## src/rtl/vsm_pkg.sv

```systemverilog
package vsm_pkg;

    // Class of a captured word, decided from its upper bits only.
    typedef enum logic [1:0] {
        CLS_PLAIN = 2'd0,
        CLS_LOW   = 2'd1,
        CLS_HIGH  = 2'd2
    } word_class_e;

endpackage

```

## src/rtl/vsm_classify.sv

```systemverilog
module vsm_classify
    import vsm_pkg::*;
#(
    parameter int DATA_W  = 10,
    parameter int FORCE_W = 2
) (
    input  logic [DATA_W-1:0] word,
    input  logic              map_en,
    output word_class_e       cls
);
    localparam int UPPER_W = DATA_W - FORCE_W;

    logic [UPPER_W-1:0] upper;
    logic               all_zero;
    logic               all_one;
    logic [FORCE_W-1:0] low_unused;

    assign upper      = word[DATA_W-1:FORCE_W];
    assign low_unused = word[FORCE_W-1:0];
    assign all_zero   = ~|upper;
    assign all_one    = &upper;

    always_comb begin
        cls = CLS_PLAIN;
        if (map_en && all_zero) begin
            cls = CLS_LOW;
        end else if (map_en && all_one) begin
            cls = CLS_HIGH;
        end
    end

    // Low bits deliberately take no part in the decision.
    logic unused_ok;
    assign unused_ok = ^low_unused;
endmodule

```

## src/rtl/vsm_rewrite.sv

```systemverilog
module vsm_rewrite
    import vsm_pkg::*;
#(
    parameter int DATA_W  = 10,
    parameter int FORCE_W = 2
) (
    input  logic [DATA_W-1:0] word_in,
    input  word_class_e       cls,
    output logic [DATA_W-1:0] word_out,
    output logic              reserved
);
    logic [FORCE_W-1:0] low_bits;

    always_comb begin
        low_bits = word_in[FORCE_W-1:0];
        reserved = 1'b0;
        unique case (cls)
            CLS_LOW: begin
                low_bits = '0;
                reserved = 1'b1;
            end
            CLS_HIGH: begin
                low_bits = '1;
                reserved = 1'b1;
            end
            default: begin
                low_bits = word_in[FORCE_W-1:0];
                reserved = 1'b0;
            end
        endcase
    end

    genvar gi;
    generate
        for (gi = 0; gi < DATA_W; gi++) begin : g_bit
            if (gi < FORCE_W) begin : g_forced
                assign word_out[gi] = low_bits[gi];
            end else begin : g_pass
                assign word_out[gi] = word_in[gi];
            end
        end
    endgenerate
endmodule

```

## src/rtl/vsm_out_reg.sv

```systemverilog
module vsm_out_reg #(
    parameter int DATA_W = 10
) (
    input  logic              clk,
    input  logic              rst,
    input  logic [DATA_W-1:0] d_word,
    input  logic              d_flag,
    output logic [DATA_W-1:0] q_word,
    output logic              q_flag
);
    always_ff @(posedge clk) begin
        if (rst) begin
            q_word <= '0;
            q_flag <= 1'b0;
        end else begin
            q_word <= d_word;
            q_flag <= d_flag;
        end
    end
endmodule

```

## src/rtl/sync_word_mapper.sv

```systemverilog
module sync_word_mapper
    import vsm_pkg::*;
#(
    parameter int DATA_W  = 10,
    parameter int FORCE_W = 2
) (
    input  logic              clk,
    input  logic              rst,
    input  logic              sync_dis,
    input  logic [DATA_W-1:0] din,
    output logic [DATA_W-1:0] dout,
    output logic              rsv_flag
);
    word_class_e       cls;
    logic [DATA_W-1:0] mapped;
    logic              is_rsv;

    vsm_classify #(.DATA_W(DATA_W), .FORCE_W(FORCE_W)) u_classify (
        .word   (din),
        .map_en (~sync_dis),
        .cls    (cls)
    );

    vsm_rewrite #(.DATA_W(DATA_W), .FORCE_W(FORCE_W)) u_rewrite (
        .word_in  (din),
        .cls      (cls),
        .word_out (mapped),
        .reserved (is_rsv)
    );

    vsm_out_reg #(.DATA_W(DATA_W)) u_out (
        .clk    (clk),
        .rst    (rst),
        .d_word (mapped),
        .d_flag (is_rsv),
        .q_word (dout),
        .q_flag (rsv_flag)
    );
endmodule

```

## config.mk

```make
export PLATFORM = sky130hd
export DESIGN_NAME = sync_word_mapper
export DESIGN_NICKNAME = d
export VERILOG_FILES = /design/src/rtl/vsm_pkg.sv /design/src/rtl/vsm_classify.sv /design/src/rtl/vsm_rewrite.sv /design/src/rtl/vsm_out_reg.sv /design/src/rtl/sync_word_mapper.sv
export SDC_FILE = /design/constraint.sdc
export NUM_CORES = 1
export LEC_CHECK = 0
export BUFFER_PORTS_ARGS = -buffer_cell sky130_fd_sc_hd__buf_2
export CORE_AREA = 8 8 45 47
export CTS_BUF_LIST = sky130_fd_sc_hd__clkbuf_16
export DETAILED_ROUTE_END_ITERATION = 8
export DIE_AREA = 0 0 53 55
export GPL_TIMING_DRIVEN = 0
export PLACE_DENSITY = 0.68
export SYNTH_ARGS = -nofsm -noshare
export SYNTH_HDL_FRONTEND = slang
export SYNTH_HIERARCHICAL = 1
export SYNTH_SLANG_ARGS = --single-unit
```

## constraint.sdc

```tcl
create_clock -name clk -period 2.2 [get_ports clk]
set_clock_uncertainty 0.15 [all_clocks]
set_input_delay 0.11 -clock clk [delete_from_list [all_inputs] [get_ports clk]]
set_output_delay 0.11 -clock clk [all_outputs]
set_load 0.02 [all_outputs]
```

==> results.ini, run 1 <==
[power]
finalPower_mw=0.5994
p_int_mw=0.4834
sw_frac_of_total_pct=19.36
combPwrFrac_pct=11.4
power_frac_clock_pct=53.3
p_leak_nw=0.3576
p_switching_mw=0.1160
p_per_area_nw_per_um2=847.9
peakVddDrop_mv=0.2973
seq_power_share_pct=35.4

[synthesis]
synthCells=44
yosysWarnings=6
synth.distinct_cells=16
synth_area_leader_cell=dfxtp_1
synth-seq-cells=11
synth_top_area_share_pct=44.67
netlist_area_sq_um=493.0
synth.area.top_cells=dfxtp_1, nor2b_2, buf_4
seq_area_frac_synth_pct=44.67
synth_nets=58
synth_area_per_cell_sq_um=11.20

[timing]
worst_pin_slew_ns=0.1962
setup_viol=0
fmax_mhz=530.5
fin_ws_ns=0.3149
rsz0062_at_grt=no
timing.slew.headroom_pct=86.81
finalHoldViolCount=0
tns_ns=0
drv_slew=0
period_needed_ns=1.885
finalCritPeriodShare_pct=85.69

[setup_path]
start_kind=input pin
critPathRequiredTime_ns=2.18
path_max_fanout=3
slowest_delay_ns=0.53
crit_family=simple AND/OR/NAND/NOR gates
critical_path_class=input pin to flip-flop
cp.buffers_inverters=2
path_cells=buf_2 -> or4b_1 -> nor4_2 -> inv_1 -> ha_1 -> mux2_2 -> nor2b_2
cp_slowest_cell=or4b_1
end_kind=flip-flop
crit_arrival_ns=1.86

[finish]
regArea_sq_um=220.2
multi_input_area_sq_um=190.2
antenna_cells=0
area_growth_pct=43.40
fill_cells=137
finalNetCount=86
drive_gt1_share_pct=69.01
final_area_sq_um=706.9
fin_cells=87

[placed_design]
gp_congestion=0.6958
placedCellCount=83
place_ws_ns=0.09086
io_buffer_count=23
postPlaceCellArea_sq_um=628.1

[clock_network]
clkSinkCount=11
cts_tree=built
clock_path_buffers=2
ctsRootBufferMaster=clkbuf_16
cts-htree-levels=1
clkTransAtPathRegs_ns=0.04
post_cts_resized=0
cts-buffers-inserted=3
holdBufCountCts=0
cts_setup_buffers=0

[floorplanning]
initial_utilization_pct=35.62
core-area_sq_um=1384
die_h_um=55
rows=14
die_area_sq_um=2915
chipWidth_um=53
ios=24

[grt]
grt_pass1_vias=388
grt_max_degree=11
grt_overflow_total=0
grt_pass1_wl_um=1476
antenna_found_initial=0
grt.total_usage_pct=6.951

[flow_run]
cap_violations=0

[worst_hold_path]
hold_path_class=input pin to flip-flop

[routing]
viasPerCell=4.057
wl_per_cell_um=10.92
firstDrtPassIters=2
drc_errors=0
drtIter0Drc=1
drt_wl_total_um=950
vias=353
ant_nets=0

[outcome]
outcome=completed

[layout make-up]
class,count,share of cell area (%)
buffer,9,10.09
clock buffer,3,10.62
clock inverter,1,0.5310
inverter,3,1.593
multi-input combinational,21,26.90
sequential,11,31.15
tap,16,2.832
timing repair buffer,23,16.28
[cells in the mapped netlist, drive strengths merged]
cell and instances:
and2b 1, buf 9, dfxtp 11, ha 1
inv 3, mux2 2, nand2 1, nand3 1
nand4 1, nor2b 10, nor3 1, nor4 1
or3 1, or4b 1
[layout by cell type (no fill, tap or decap), types with 2 or more instances in the layout]
cell type,n
buf_4,8
nor2b_2,8
nor2b_4,2
mux2_2,2
clkbuf_16,3
dfxtp_1,11
inv_1,4
buf_2,23
[metrics by stage]
stage / util [%] / hold slack [ns]
finish: 51.09 / 0.05342
global route: 51.09 / 0.06433
CTS: 51.09 / 0.05266
detailed placement: 45.39 / 0.2933
global placement: 45.39 / 0.2858
floorplan: - / 0.1682
[worst paths after layout]
check | from | to | slack, ns | cells after the start
max | din[6] | u_out/q_word[0] | 0.31 | 7
min | rst | u_out/q_word[7] | 0.05 | 2
[routing by layer]
metal | up-vias | part of all wire, % | track usage [%]
met2 | 12 | 54 | 12.89
li1 | 185 | - | -
met3 | 2 | 12 | 4.011
met1 | 154 | 32 | 5.191
met4 | 0 | 2.0 | 5.172
met5 | - | 0 | 0
[state kept, by name (all words and copies together) (netlist names)]
register,cells
u_out/q_flag,1
u_out/q_word,10
[cell families (layout without fill, tap and decap cells)]
group | Yosys count | in the layout | share of synthesized area, %
adder cells (fa/ha/maj) | 1 | 1 | 2.538
flip-flops | 11 | 11 | 44.67
AND/OR/NAND/NOR | 18 | 18 | 31.47
buffers and inverters | 12 | 39 | 16.75
multiplexers | 2 | 2 | 4.568
[power by group through the flow]
| stage | clock [mW] | combinational (mW) | sequential (mW) |
|---|---|---|---|
| 6_report | 0.319 | 0.0682 | 0.212 |
| 4_1_cts | 0.328 | 0.0694 | 0.212 |
| 5_1_grt | 0.339 | 0.0744 | 0.213 |
| 3_5_place_dp | 0 | 0.0691 | 0.215 |
| 3_3_place_gp | 0 | 0.0683 | 0.215 |
| 2_1_floorplan | 0 | 0.0295 | 0.229 |
(Power assumes the default switching activity.)
==> run 2, diff against run 1 <==
--- a/config.mk
+++ b/config.mk
@@ -11,6 +11,7 @@
 export DETAILED_ROUTE_END_ITERATION = 8
 export DIE_AREA = 0 0 53 55
 export GPL_TIMING_DRIVEN = 0
+export HOLD_SLACK_MARGIN = 0.06
 export PLACE_DENSITY = 0.68
 export SYNTH_ARGS = -nofsm -noshare
 export SYNTH_HDL_FRONTEND = slang
==> run 2 against run 1 <==
Combinational power is 11% higher; sequential cell count is the same; core utilization rose by 3.6 points; total power is 1.3% higher; largest power group unchanged.
==> results.ini, run 2 (synthesis gave the netlist of run 1 again) <==
[clock_network]
cts-htree-levels=1  ; unchanged
clkSinkCount=11  ; unchanged
clkTransAtPathRegs_ns=0.04  ; about the same
holdBufCountCts=5  ; +5
clock_path_buffers=2  ; unchanged
cts-buffers-inserted=3  ; unchanged
cts_setup_buffers=0  ; unchanged
ctsRootBufferMaster=clkbuf_16
post_cts_resized=0  ; unchanged
cts_tree=built

[grt]
grt_pass1_wl_um=1607  ; +8.9%
grt.total_usage_pct=7.499  ; +0.55 points
grt_max_degree=11  ; unchanged
grt_pass1_vias=420  ; +8.2%
grt_overflow_total=0  ; unchanged
antenna_found_initial=0  ; unchanged

[finish]
finalNetCount=91  ; +5.8%
top_register=u_out/q_word
antenna_cells=0  ; unchanged
fin_cells=92  ; +5.7%
top_regs=u_out/q_word x10, u_out/q_flag x1
largest_reg_flops=10  ; unchanged
area_growth_pct=53.55
post-route-util_pct=54.70  ; +3.6 points
mostFrequentLayoutCells=buf_2, dfxtp_1, nor2b_2, buf_4, dlygate4sd3_1
final_common_cell=buf_2
drive_gt1_share_pct=64.47  ; -4.5 points

[routing]
vias=381  ; +7.9%
viasPerCell=4.141  ; +2.1%
ant_nets=0  ; unchanged
drtIter0Drc=3  ; +2
firstDrtPassIters=3  ; +1
wl_per_cell_um=11.05  ; +1.2%
drc_errors=0  ; unchanged
drt_wl_total_um=1017  ; +7.1%

[setup_path]
critPathRequiredTime_ns=2.18  ; about the same
crit_arrival_ns=1.84  ; -0.02 ns
critical_path_class=input pin to flip-flop
end_kind=flip-flop
path_max_fanout=3  ; unchanged
start_kind=input pin

[floorplanning]
die_area_sq_um=2915  ; unchanged
ios=24  ; unchanged
rows=14  ; unchanged
initial_utilization_pct=35.62  ; unchanged
chipWidth_um=53  ; unchanged
core-area_sq_um=1384  ; unchanged
die_h_um=55  ; unchanged

[timing]
drv_slew=0  ; unchanged
period_needed_ns=1.862  ; -0.02291 ns
rsz0062_at_grt=no
finalCritPeriodShare_pct=84.65  ; -1.0 points
worst_pin_slew_ns=0.1827  ; -0.01347 ns
fin_ws_ns=0.3378  ; +0.02291 ns
finalHoldViolCount=0  ; unchanged
timing.slew.headroom_pct=87.72  ; +0.91 points
fmax_mhz=537.0  ; +1.2%
tns_ns=0  ; unchanged
setup_viol=0  ; unchanged

[power]
p_per_area_nw_per_um2=801.8  ; -5.4%
p_leak_nw=0.3785  ; +5.8%
p_int_mw=0.4892  ; +1.2%
seq_power_share_pct=34.9  ; -0.5 points
sw_frac_of_total_pct=19.41  ; +0.049 points
peakVddDrop_mv=0.3024  ; +1.7%
combPwrFrac_pct=12.4  ; +1.0 points
power_frac_clock_pct=52.6  ; -0.7 points
p_switching_mw=0.1178  ; +1.5%

[worst_hold_path]
min_path_cells=3  ; +1
hold_path_class=input pin to flip-flop
min_to=u_out/q_word[7]
min_from=din[7]

[placed_design]
place_ws_ns=0.09086  ; unchanged
placedCellCount=83  ; unchanged
io_buffer_count=23  ; unchanged
gp_congestion=0.6958  ; unchanged

[outcome]
outcome=completed

[flow_run]
cap_violations=0  ; unchanged

-- run 2: cell types whose count changed in the layout (fill, tap and decap cells not counted), sizes merged --
cell,previous run,this run
dlygate4sd3,0,5
-- run 2: stage by stage --
stage / hold WS, ns / total power, mW / cell area (sq um)
6_report: 0.06619 / 0.6070 / 757.0
5_1_grt: 0.08103 / 0.6336 / 757.0
4_1_cts: 0.06128 / 0.6165 / 757.0
3_5_place_dp: 0.2933 / 0.2845 / 628.1
3_3_place_gp: 0.2858 / 0.2834 / 628.1
2_1_floorplan: 0.1682 / 0.2581 / 493.0
-- run 2: power by group through the flow --
| stage | Sequential, mW | Combinational (mW) | Clock [mW] |
|---|---|---|---|
| 4_1_cts | 0.212 | 0.0762 | 0.328 |
| 2_1_floorplan | 0.229 | 0.0295 | 0 |
| 3_5_place_dp | 0.215 | 0.0691 | 0 |
| 3_3_place_gp | 0.215 | 0.0683 | 0 |
| 6_report | 0.212 | 0.0755 | 0.319 |
| 5_1_grt | 0.213 | 0.0819 | 0.339 |
-- run 2: worst max path at each step --
stage	startpoint	slack (ns)	end
floorplan	din[6]	0.27	u_out/q_word[0]
global placement	din[6]	0.10	u_out/q_word[0]
detailed placement	din[6]	0.09	u_out/q_word[0]
CTS	din[6]	0.30	u_out/q_word[0]
global route	din[6]	0.20	u_out/q_word[0]
finish	din[6]	0.34	u_out/q_word[0]
-- run 2: per-layer routing --
metal  vias to the layer above  wire (um)  global-route usage (%)
li1                        197          -                       -
met1                       170        332                   5.649
met2                        12        562                   14.26
met3                         2        114                   4.011
met4                         0          8                   5.172
met5                         -          0                       0
-- run 2: cell type report --
class,instances,area (sq um)
buffer,9,71.32
clock buffer,3,75.07
clock inverter,1,3.754
fill,127,626.9
inverter,3,11.26
multi-input combinational,21,190.2
sequential,11,220.2
tap,16,20.02
timing repair buffer,28,165.2
-- run 2: worst max-delay path, stage by stage --
cell     delay [ns]
buf_2          0.11
or4b_1         0.53
nor4_2         0.21
inv_1          0.08
ha_1           0.33
mux2_2         0.33
nor2b_2        0.14
